`src/rtl/spi_ack_pkg.sv`:
```
package spi_ack_pkg;
  localparam int DW = 8;
  typedef logic [DW-1:0] byte_t;
  typedef enum logic [1:0] {ST_LEN, ST_PAY, ST_STAT, ST_DONE} frame_st_t;

  function automatic byte_t sum8(input byte_t acc, input byte_t val);
    return acc + val;
  endfunction

  function automatic logic frame_good(input byte_t len, input byte_t sum);
    return (len != '0) && (sum == '0);
  endfunction
endpackage

```
`src/rtl/spi_ack_sync.sv`:
```
module spi_ack_sync #(
  parameter int   STAGES  = 2,
  parameter logic RST_VAL = 1'b0
) (
  input  logic clk,
  input  logic rst_n,
  input  logic d,
  output logic q
);
  logic [STAGES-1:0] pipe;

  generate
    if (STAGES == 1) begin : g_one
      always_ff @(posedge clk or negedge rst_n)
        if (!rst_n) pipe <= RST_VAL;
        else        pipe <= d;
    end else begin : g_many
      always_ff @(posedge clk or negedge rst_n)
        if (!rst_n) pipe <= {STAGES{RST_VAL}};
        else        pipe <= {pipe[STAGES-2:0], d};
    end
  endgenerate

  assign q = pipe[STAGES-1];
endmodule

```
`src/rtl/spi_ack_shift.sv`:
```
module spi_ack_shift
  import spi_ack_pkg::*;
(
  input  logic  clk,
  input  logic  rst_n,
  input  logic  sclk_s,
  input  logic  cs_s,
  input  logic  mosi_s,
  input  byte_t tx_next,
  output logic  miso,
  output logic  byte_done,
  output byte_t rx_byte,
  output logic  sclk_fall_evt,
  output logic  cs_fall_evt,
  output logic  cs_rise_evt
);
  localparam int BW = $clog2(DW);

  logic          sclk_q, cs_q;
  logic          sclk_rise_evt;
  logic [BW-1:0] bit_cnt;
  byte_t         rx_sh, tx_sh;

  always_ff @(posedge clk or negedge rst_n)
    if (!rst_n) begin
      sclk_q <= 1'b0;
      cs_q   <= 1'b1;
    end else begin
      sclk_q <= sclk_s;
      cs_q   <= cs_s;
    end

  assign cs_fall_evt   = cs_q & ~cs_s;
  assign cs_rise_evt   = ~cs_q & cs_s;
  assign sclk_rise_evt = ~cs_s & sclk_s & ~sclk_q;
  assign sclk_fall_evt = ~cs_s & ~sclk_s & sclk_q;

  assign byte_done = sclk_rise_evt && (bit_cnt == BW'(DW-1));
  assign rx_byte   = {rx_sh[DW-2:0], mosi_s};

  always_ff @(posedge clk or negedge rst_n)
    if (!rst_n) begin
      bit_cnt <= '0;
      rx_sh   <= '0;
    end else if (cs_s) begin
      bit_cnt <= '0;
      rx_sh   <= '0;
    end else if (sclk_rise_evt) begin
      rx_sh   <= rx_byte;
      bit_cnt <= (bit_cnt == BW'(DW-1)) ? '0 : bit_cnt + 1'b1;
    end

  // Load the next byte when the previous one has finished; otherwise shift.
  always_ff @(posedge clk or negedge rst_n)
    if (!rst_n)                 tx_sh <= '0;
    else if (cs_fall_evt)       tx_sh <= tx_next;
    else if (sclk_fall_evt) begin
      if (bit_cnt == '0)        tx_sh <= tx_next;
      else                      tx_sh <= {tx_sh[DW-2:0], 1'b0};
    end

  assign miso = tx_sh[DW-1];
endmodule

```
`src/rtl/spi_ack_ctrl.sv`:
```
module spi_ack_ctrl
  import spi_ack_pkg::*;
#(
  parameter byte_t ACK_CODE  = 8'hA5,
  parameter byte_t NACK_CODE = 8'h5A,
  parameter byte_t FILL_CODE = 8'h00,
  parameter byte_t POST_CODE = 8'hFF
) (
  input  logic      clk,
  input  logic      rst_n,
  input  logic      cs_s,
  input  logic      byte_done,
  input  byte_t     rx_byte,
  output byte_t     tx_next,
  output logic      frame_done,
  output logic      frame_ok,
  output frame_st_t state,
  output byte_t     len_q
);
  byte_t sum_q, remain;

  always_ff @(posedge clk or negedge rst_n)
    if (!rst_n) begin
      state      <= ST_LEN;
      len_q      <= '0;
      sum_q      <= '0;
      remain     <= '0;
      frame_done <= 1'b0;
      frame_ok   <= 1'b0;
    end else begin
      frame_done <= 1'b0;
      if (cs_s) begin
        state <= ST_LEN;
      end else if (byte_done) begin
        case (state)
          ST_LEN: begin
            len_q  <= rx_byte;
            sum_q  <= rx_byte;
            remain <= rx_byte;
            state  <= (rx_byte == '0) ? ST_STAT : ST_PAY;
          end
          ST_PAY: begin
            sum_q  <= sum8(sum_q, rx_byte);
            remain <= remain - 1'b1;
            if (remain == byte_t'(1)) state <= ST_STAT;
          end
          ST_STAT: begin
            frame_done <= 1'b1;
            frame_ok   <= frame_good(len_q, sum_q);
            state      <= ST_DONE;
          end
          default: state <= ST_DONE;
        endcase
      end
    end

  always_comb
    case (state)
      ST_STAT: tx_next = frame_good(len_q, sum_q) ? ACK_CODE : NACK_CODE;
      ST_DONE: tx_next = POST_CODE;
      default: tx_next = FILL_CODE;
    endcase
endmodule

```
`src/rtl/spi_ack_slave.sv`:
```
module spi_ack_slave
  import spi_ack_pkg::*;
#(
  parameter int    SYNC_STAGES = 2,
  parameter byte_t ACK_CODE    = 8'hA5,
  parameter byte_t NACK_CODE   = 8'h5A
) (
  input  logic clk,
  input  logic rst_n,
  input  logic sclk,
  input  logic cs_n,
  input  logic mosi,
  output logic miso,
  output logic frame_done,
  output logic frame_ok
);
  logic      sclk_s, cs_s, mosi_s;
  logic      byte_done, sclk_fall_evt, cs_fall_evt, cs_rise_evt;
  byte_t     rx_byte, tx_next, len_q;
  frame_st_t state;

  spi_ack_sync #(.STAGES(SYNC_STAGES), .RST_VAL(1'b0)) u_sync_sclk
    (.clk(clk), .rst_n(rst_n), .d(sclk), .q(sclk_s));
  spi_ack_sync #(.STAGES(SYNC_STAGES), .RST_VAL(1'b1)) u_sync_cs
    (.clk(clk), .rst_n(rst_n), .d(cs_n), .q(cs_s));
  spi_ack_sync #(.STAGES(SYNC_STAGES), .RST_VAL(1'b0)) u_sync_mosi
    (.clk(clk), .rst_n(rst_n), .d(mosi), .q(mosi_s));

  spi_ack_shift u_shift (
    .clk(clk), .rst_n(rst_n), .sclk_s(sclk_s), .cs_s(cs_s), .mosi_s(mosi_s),
    .tx_next(tx_next), .miso(miso), .byte_done(byte_done), .rx_byte(rx_byte),
    .sclk_fall_evt(sclk_fall_evt), .cs_fall_evt(cs_fall_evt),
    .cs_rise_evt(cs_rise_evt)
  );

  spi_ack_ctrl #(.ACK_CODE(ACK_CODE), .NACK_CODE(NACK_CODE)) u_ctrl (
    .clk(clk), .rst_n(rst_n), .cs_s(cs_s), .byte_done(byte_done),
    .rx_byte(rx_byte), .tx_next(tx_next), .frame_done(frame_done),
    .frame_ok(frame_ok), .state(state), .len_q(len_q)
  );
endmodule

```
`config.mk`:
```
export PLATFORM = sky130hd
export DESIGN_NAME = spi_ack_slave
export DESIGN_NICKNAME = d
export VERILOG_FILES = /design/src/rtl/spi_ack_pkg.sv /design/src/rtl/spi_ack_sync.sv /design/src/rtl/spi_ack_shift.sv /design/src/rtl/spi_ack_ctrl.sv /design/src/rtl/spi_ack_slave.sv
export SDC_FILE = /design/constraint.sdc
export NUM_CORES = 1
export LEC_CHECK = 0
export BUFFER_PORTS_ARGS = -buffer_cell sky130_fd_sc_hd__buf_2
export CAP_MARGIN = 20
export CORE_UTILIZATION = 48
export CTS_BUF_LIST = sky130_fd_sc_hd__clkbuf_2 sky130_fd_sc_hd__clkbuf_4 sky130_fd_sc_hd__clkbuf_8
export CTS_CLUSTER_SIZE = 20
export DETAILED_ROUTE_END_ITERATION = 10
export GPL_ROUTABILITY_DRIVEN = 0
export PLACE_DENSITY_LB_ADDON = 0.2
export SLEW_MARGIN = 20
export SYNTH_ARGS = -nofsm -noshare
export SYNTH_HDL_FRONTEND = slang
export SYNTH_SLANG_ARGS = --single-unit
```
`constraint.sdc`:
```
create_clock -name clk -period 2.4 [get_ports clk]
set_input_delay 0 -clock clk [delete_from_list [all_inputs] [get_ports clk]]
set_output_delay 0 -clock clk [all_outputs]
set_load 0.05 [all_outputs]
```
==> metrics.cfg, run 1 <==
[die]
row_count=27
die_h_um=77.9
die_x_um=77.9
coreArea_um2=5540
die_area_um2=6070
start_util_pct=49.9
ios=8

[clock_network]
root_buffer=clkbuf_8
cts_tree=done
ctsResizeCount=0
clk_pin_slew_ns=0.09
clock-sinks=54
ctsHoldBuffers=4
cts_setup_buffers=0
cts_max_path_buffers=2
clk_latency_ns=0.30
cts-buffers-inserted=5
cts_htree_levels=2

[synthesis]
synth-async-reset-ratio_pct=100
ys.warnings.count=0
synthFlopType=dfrtp_1
synth.top_cells.by_area=dfrtp_1 46%, o21ai_0 6.2%, nand2_1 6.1%
yosys.area.top_type_share_pct=46.2
synth_nets=304
ys_types=48
syn_area_um2=2760
yosys.area.top_type=dfrtp_1
syn_inst=286
synth-edff-count=0
syn_area_per_cell_um2=9.66
ys_seq_area_share_pct=49.0
ys_seq_elements=54

[drt]
wl_met2_um=2640
firstDrtPassIters=4
highest_layer=met4
drt-total-wl_um=5630
drt-initial-drc-count=112
avgRoutedWirePerCell_um=15.1
antenna_left=0
routed_via_density=5.44
met1_length_um=2790
wl_met3_um=146
drc=0
via_count=2033

[timing]
finalHoldViolations=0
slew_headroom_pct=59.0
fin_hold_ws_ns=0.231
drv_slew=0
skew_ns=0.00486
layout_setup_ws_ns=0.323
worst_pin_slew_ns=0.616
post-route-period-util_pct=86.6
setup_viol=0
fmax_ghz=0.481
rsz0062_at_grt=false
layout_min_cycle_time_ns=2.08
fin_tns_setup_ns=0

[finish]
ff_latch_area_um2=1360
final_cells=374
final_common_cell=dfrtp_1
layout-drive-gt1-share_pct=15.6
fill_cells=493
multiInputGateArea_um2=1320
final_cell_mix=51 x dfrtp_1, 45 x nand2_1, 34 x o21ai_0
area_growth_pct=9.69
fin_nets=319
diodes=0

[setup_path]
r2r_slack_ns=0.32
crit_path_cell_trace=ha_1 > inv_1 > fa_1 > and2b_1 > nor3_2 > o21bai_1 > mux2i_1 > a21oi_1 > o21ai_0
crit_buf_inv=1
startpoint_type=flop
cp_slowest_cell=dfrtp_1
worstPathMaxFanout=6
crit_type=flop to flop
crit_arrival_ns=2.30
required_ns=2.63
critPathTopFamily=adder cells
end_kind=flop
critical-path-max-stage-delay_ns=0.44

[placed_design]
dp.cells=362
dp_hpwl_um=4050
pre_cts_ws_ns=0.339
port_buffers=7

[global_routing]
grt_pass1_wl_um=9840
grtUsageTotal_pct=21.2
antenna_found_initial=0
grt_start_max_net_pins=29
grt.overflow.total=0
grt_pass1_vias=1966

[outcome]
status=finished clean

[worst_hold_path]
hold_class=primary input to async pin

[job]
cap_violations=0

[pwr]
p_total_mw=1.51
power.leakage_nw=1.34
peakVddDrop_uv=267
power_density_nw_per_um2=500

==> sequential cells by signal, indices dropped and copies added (netlist names) <==
signal,flops
u_ctrl.frame_done,1
u_ctrl.frame_ok,1
u_ctrl.len_q,8
u_ctrl.remain,8
u_ctrl.state,2
u_ctrl.sum_q,8
u_shift.bit_cnt,3
u_shift.cs_q,1
u_shift.rx_sh,7
u_shift.sclk_q,1
u_shift.tx_sh,8
u_sync_cs.pipe,2
u_sync_mosi.pipe,2
u_sync_sclk.pipe,2
==> cell usage after synthesis, types with 3 or more instances <==
cell	count
dfrtp_1	51
nand2_1	45
o21ai_0	34
a21oi_1	30
nor2_1	15
ha_1	12
inv_1	10
mux2_2	9
nor4_1	7
nor2b_1	6
buf_2	5
clkbuf_1	5
nor3_1	5
nand2b_1	4
a22oi_1	3
and2_1	3
dfstp_2	3
==> path summary, 6_finish.rpt <==
path                                          startpoint                             to  depth (start not counted)
hold / removal                                     rst_n   u_shift.tx_sh[3]$_DFFE_PN0P_                          2
hold reg to reg            u_sync_mosi.pipe[0]$_DFF_PN0_  u_sync_mosi.pipe[1]$_DFF_PN0_                          0
setup reg to reg           u_sync_mosi.pipe[1]$_DFF_PN0_    u_ctrl.sum_q[6]$_DFFE_PN0P_                          9
setup / recovery           u_sync_mosi.pipe[1]$_DFF_PN0_    u_ctrl.sum_q[6]$_DFFE_PN0P_                          9
max in group asynchronous                          rst_n    u_sync_cs.pipe[0]$_DFF_PN1_                          3
min in group clk                                    sclk  u_sync_sclk.pipe[0]$_DFF_PN0_                          2
==> layout make-up <==
class,instances,area share [%]
well taps,72,2.97
repair buffers,19,4.46
clock inverters,1,0.248
multi-input cells,211,43.6
inverters,10,1.24
flip-flops and latches,54,44.7
clock buffers,7,2.77
==> metal layers <==
layer	vias up	global-route usage, %
met1	967	31.5
li1	1036	-
met5	-	0
met4	0	5.66
met2	24	32.1
met3	6	3.53
==> power breakdown <==
group          switching, mW  total (mW)  internal (mW)
clock                  0.287       0.517          0.230
sequential            0.0113       0.932          0.921
combinational         0.0435      0.0653         0.0218
==> logic make-up (layout without fill, tap and decap cells) <==
group                    Yosys count  in the layout  share of synthesized area [%]
AND/OR/NAND/NOR                  101            101                           18.7
buffers and inverters             21             37                           3.12
XOR/XNOR                           2              2                          0.634
AO/OA/AOI/OAI                     84             84                           18.0
multiplexers                      11             11                           4.39
flip-flops                        54             54                           49.0
adder cells (fa/ha/maj)           13             13                           6.16
==> per-stage QoR <==
stage / cell area (um^2) / util, %
2_1_floorplan: 2760 / -
3_3_place_gp: 2900 / 52.3
3_5_place_dp: 2900 / 52.3
4_1_cts: 3030 / 54.7
5_1_grt: 3030 / 54.7
6_report: 3030 / 54.7
No activity file was read; power rests on OpenSTA's default activity.
==> run 2, diff against run 1 <==
==> constraint.sdc (replaced) <==
create_clock -name clk -period 2.4 [get_ports clk]
set_input_delay 0.24 -clock clk [delete_from_list [all_inputs] [get_ports clk]]
set_output_delay 0.24 -clock clk [all_outputs]
set_load 0.05 [all_outputs]
==> metrics.cfg, run 2 (synthesis results as in run 1) <==
[setup_path]
crit_buf_inv=1  ; unchanged
crit_path_cell_trace=ha_1 > inv_1 > fa_1 > and2b_1 > nor3_2 > o21bai_1 > mux2i_1 > a21oi_1 > o21ai_0
critPathTopFamily=adder cells
startpoint_type=flop
end_kind=flop
crit_type=flop to flop
cp_slowest_cell=dfrtp_1
r2r_slack_ns=0.36  ; +0.04 ns
required_ns=2.63  ; about the same
worstPathMaxFanout=6  ; unchanged
critical-path-max-stage-delay_ns=0.43  ; about the same
crit_arrival_ns=2.27  ; -0.03 ns

[timing]
fmax_ghz=0.490  ; +1.7%
setup_viol=0  ; unchanged
worst_pin_slew_ns=0.569  ; -0.0470 ns
fin_tns_setup_ns=0  ; unchanged
finalHoldViolations=0  ; unchanged
slew_headroom_pct=62.1  ; +3.1 points
drv_slew=0  ; unchanged
post-route-period-util_pct=85.1  ; -1.5 points
skew_ns=0.0102  ; +0.00531 ns
rsz0062_at_grt=false
layout_min_cycle_time_ns=2.04  ; -0.0353 ns

[die]
coreArea_um2=5540  ; unchanged
start_util_pct=49.9  ; unchanged
row_count=27  ; unchanged
die_area_um2=6070  ; unchanged
die_x_um=77.9  ; unchanged
die_h_um=77.9  ; unchanged
ios=8  ; unchanged

[global_routing]
grtUsageTotal_pct=21.2  ; -0.074 points
grt_pass1_vias=1961  ; -0.25%
grt_start_max_net_pins=24  ; -17%
grt_pass1_wl_um=9680  ; -1.6%
grt.overflow.total=0  ; unchanged
antenna_found_initial=0  ; unchanged

[worst_hold_path]
hold_class=primary input to flop

[finish]
fin_nets=317  ; -0.63%
layout-drive-gt1-share_pct=16.0  ; +0.44 points
final_cell_mix=51 x dfrtp_1, 45 x nand2_1, 34 x o21ai_0
fill_cells=510  ; +3.4%
diodes=0  ; unchanged
area_growth_pct=8.83
final_common_cell=dfrtp_1

[clock_network]
cts-buffers-inserted=5  ; unchanged
clock-sinks=54  ; unchanged
cts_htree_levels=2  ; unchanged
root_buffer=clkbuf_8
clk_latency_ns=0.31  ; about the same
cts_tree=done
ctsHoldBuffers=1  ; -3
clk_pin_slew_ns=0.10  ; about the same
ctsResizeCount=0  ; unchanged
cts_max_path_buffers=2  ; unchanged
cts_setup_buffers=0  ; unchanged

[drt]
drt-initial-drc-count=116  ; +3.6%
firstDrtPassIters=4  ; unchanged
drc=0  ; unchanged
via_count=2018  ; -0.74%
avgRoutedWirePerCell_um=15.2  ; +0.73%
wl_met2_um=2540  ; -3.5%
drt-total-wl_um=5650  ; +0.20%
wl_met3_um=145  ; -0.68%
antenna_left=0  ; unchanged
highest_layer=met4
routed_via_density=5.42  ; -0.20%
met1_length_um=2870  ; +2.8%

[pwr]
power_density_nw_per_um2=504  ; +0.97%
peakVddDrop_uv=381  ; +43%
power.leakage_nw=1.33  ; -0.25%
p_total_mw=1.52  ; +0.18%

[placed_design]
dp_hpwl_um=4040  ; about the same
port_buffers=7  ; unchanged

[outcome]
status=finished clean

[job]
cap_violations=0  ; unchanged

[run 2: power breakdown]
part           switching (mW)  internal [mW]  total [mW]
combinational          0.0438         0.0184      0.0623
sequential             0.0113          0.921       0.932
clock                   0.303          0.220       0.523
[run 2: area by class of cell]
class / count / area, um^2 / share of cell area, %
clock inverter: 2 / 13.8 / 0.458
tap: 72 / 90.1 / 3.00
sequential: 54 / 1360 / 45.1
inverter: 10 / 37.5 / 1.25
clock buffer: 6 / 76.3 / 2.54
multi-input combinational: 211 / 1320 / 44.0
timing repair buffer: 17 / 113 / 3.74
[run 2: metrics by stage]
step,std cells,area (um^2),setup WS (ns),hold WS [ns],util (%)
after detailed placement,363,2910,0.394,0.196,52.5
after floorplan,286,2760,0.554,-0.0556,-
after global routing,372,3010,0.184,0.00503,54.3
after global placement,363,2910,0.450,0.189,52.5
final,372,3010,0.358,0.0144,54.3
after CTS,372,3010,0.357,0.00712,54.3
[run 2: per-layer routing]
metal  vias up  GRT usage [%]
met1       962           30.5
met3         8           3.18
met4         0           8.30
li1       1025              -
met2        23           31.9
met5         -              0
[run 2: path summary, 6_finish.rpt]
check,endpoint,startpoint,depth (start not counted)
min in group asynchronous,u_shift.tx_sh[3]$_DFFE_PN0P_,rst_n,2
min,u_sync_cs.pipe[0]$_DFF_PN1_,cs_n,1
max,u_ctrl.sum_q[6]$_DFFE_PN0P_,u_sync_mosi.pipe[1]$_DFF_PN0_,9
max in group asynchronous,u_sync_cs.pipe[0]$_DFF_PN1_,rst_n,3
min reg2reg,u_sync_cs.pipe[1]$_DFF_PN1_,u_sync_cs.pipe[0]$_DFF_PN1_,0
max reg2reg,u_ctrl.sum_q[6]$_DFFE_PN0P_,u_sync_mosi.pipe[1]$_DFF_PN0_,9
==> run 3, diff against run 2 <==
PLACE_DENSITY = 0.71   (was not set)
PLACE_DENSITY_LB_ADDON = not set   (was 0.2)
RECOVER_POWER = 100   (was not set)
clock period = 2.6 ns   (was 2.4 ns; I/O delays follow)
==> metrics.cfg, run 3 (synthesis results as in run 1) <==
[outcome]
status=finished clean

[worst_hold_path]
hold_class=primary input to flop

[die]
ios=8  ; unchanged
start_util_pct=49.9  ; unchanged
row_count=27  ; unchanged
die_area_um2=6070  ; unchanged
die_x_um=77.9  ; unchanged
coreArea_um2=5540  ; unchanged
die_h_um=77.9  ; unchanged

[timing]
fin_tns_setup_ns=0  ; unchanged
post-route-period-util_pct=82.5  ; -2.6 points
rsz0062_at_grt=false
skew_ns=0.00467  ; -0.00550 ns
fmax_ghz=0.466  ; -4.8%
layout_min_cycle_time_ns=2.14  ; +0.102 ns
fin_hold_ws_ns=0.0322  ; +0.0178 ns
setup_viol=0  ; unchanged
drv_slew=0  ; unchanged
worst_pin_slew_ns=0.956  ; +0.388 ns
slew_headroom_pct=36.3  ; -26 points
finalHoldViolations=0  ; unchanged

[drt]
antenna_left=0  ; unchanged
via_count=2036  ; +0.89%
avgRoutedWirePerCell_um=15.0  ; -0.86%
routed_via_density=5.56  ; +2.5%
drc=0  ; unchanged
firstDrtPassIters=4  ; unchanged
drt-initial-drc-count=174  ; +50%
drt-total-wl_um=5510  ; -2.5%

[finish]
final_common_cell=dfrtp_1
area_growth_pct=6.29
layout-drive-gt1-share_pct=10.9  ; -5.1 points
fin_nets=311  ; -1.9%
fill_cells=503  ; -1.4%
final_cell_mix=51 x dfrtp_1, 45 x nand2_1, 35 x o21ai_0
diodes=0  ; unchanged

[pwr]
power_density_nw_per_um2=491  ; -2.6%
power.leakage_nw=1.29  ; -3.3%
peakVddDrop_uv=236  ; -38%

[placed_design]
port_buffers=7  ; unchanged
dp_hpwl_um=3790  ; -6.2%

[clock_network]
clk_pin_slew_ns=0.10  ; about the same
cts-buffers-inserted=5  ; unchanged
cts_tree=done
clk_latency_ns=0.32  ; about the same
ctsResizeCount=0  ; unchanged
cts_max_path_buffers=2  ; unchanged
ctsHoldBuffers=1  ; unchanged
cts_setup_buffers=0  ; unchanged
clock-sinks=54  ; unchanged
cts_htree_levels=2  ; unchanged
root_buffer=clkbuf_8

[setup_path]
startpoint_type=flop
crit_arrival_ns=2.35  ; +0.08 ns
crit_type=flop to flop
worstPathMaxFanout=13  ; +7
crit_path_cell_trace=and2b_1 > nand3_1 > nor2_1 > mux2_2
cp_slowest_cell=nor2_1
required_ns=2.81  ; +0.18 ns
end_kind=flop
critical-path-max-stage-delay_ns=0.62  ; +0.19 ns

[global_routing]
grt_start_max_net_pins=39  ; +63%
grt.overflow.total=0  ; unchanged
antenna_found_initial=0  ; unchanged
grt_pass1_wl_um=9650  ; -0.35%
grt_pass1_vias=2052  ; +4.6%
grtUsageTotal_pct=20.6  ; -0.53 points

[job]
cap_violations=0  ; unchanged

run 3: stage by stage:
step           worst slack (ns)  instance area, um^2  utilization, %  power [mW]  instances
6_report                  0.455                 2940            53.0        1.44        366
3_5_place_dp              0.588                 2860            51.7       0.931        357
5_1_grt                   0.223                 2940            53.0        1.51        366
2_1_floorplan             0.754                 2760               -       0.903        286
4_1_cts                   0.533                 2980            53.7        1.46        366
3_3_place_gp              0.630                 2860            51.7       0.930        357
run 3: final cells by class:
cell class | instances | area [um^2] | share of cell area (%)
flip-flops and latches | 54 | 1360 | 46.1
multi-input cells | 211 | 1290 | 43.9
clock buffers | 7 | 96.3 | 3.28
well taps | 72 | 90.1 | 3.07
repair buffers | 11 | 60.1 | 2.04
inverters | 10 | 37.5 | 1.28
clock inverters | 1 | 8.76 | 0.298
run 3: final timing paths:
kind | start | end | slack (ns) | cells after the start
worst min register to register | u_sync_sclk.pipe[0]$_DFF_PN0_ | u_sync_sclk.pipe[1]$_DFF_PN0_ | 0.36 | 0
worst max register to register | u_shift.sclk_q$_DFF_PN0_ | u_ctrl.len_q[4]$_DFFE_PN0P_ | 0.46 | 4
max in group asynchronous | rst_n | u_ctrl.sum_q[0]$_DFFE_PN0P_ | 0.59 | 3
worst min-delay path | cs_n | u_sync_cs.pipe[0]$_DFF_PN1_ | 0.03 | 1
min in group asynchronous | rst_n | u_shift.tx_sh[7]$_DFFE_PN0P_ | 0.57 | 2
worst max-delay path | u_shift.sclk_q$_DFF_PN0_ | u_ctrl.len_q[4]$_DFFE_PN0P_ | 0.46 | 4
run 3: power breakdown:
group | internal [mW] | switching (mW)
Combinational | 0.0136 | 0.0382
Clock | 0.245 | 0.287
Sequential | 0.850 | 0.00998
run 3: critical path, delay by kind of cell, from the launching register on:
| family | cells | cell delay [ns] |
|---|---|---|
| multiplexers | 1 | 0.41 |
| AND/OR/NAND/NOR | 3 | 1.22 |
| flip-flops | 1 | 0.40 |
run 3: routing by layer:
layer	routed length, um	global-route usage, %	part of all wire, %	vias up
li1	-	-	-	1014
met1	2670	28.6	49	973
met2	2480	32.0	45	43
met3	286	3.88	5.2	6
met4	70	7.74	1.3	0
met5	0	0	0	-
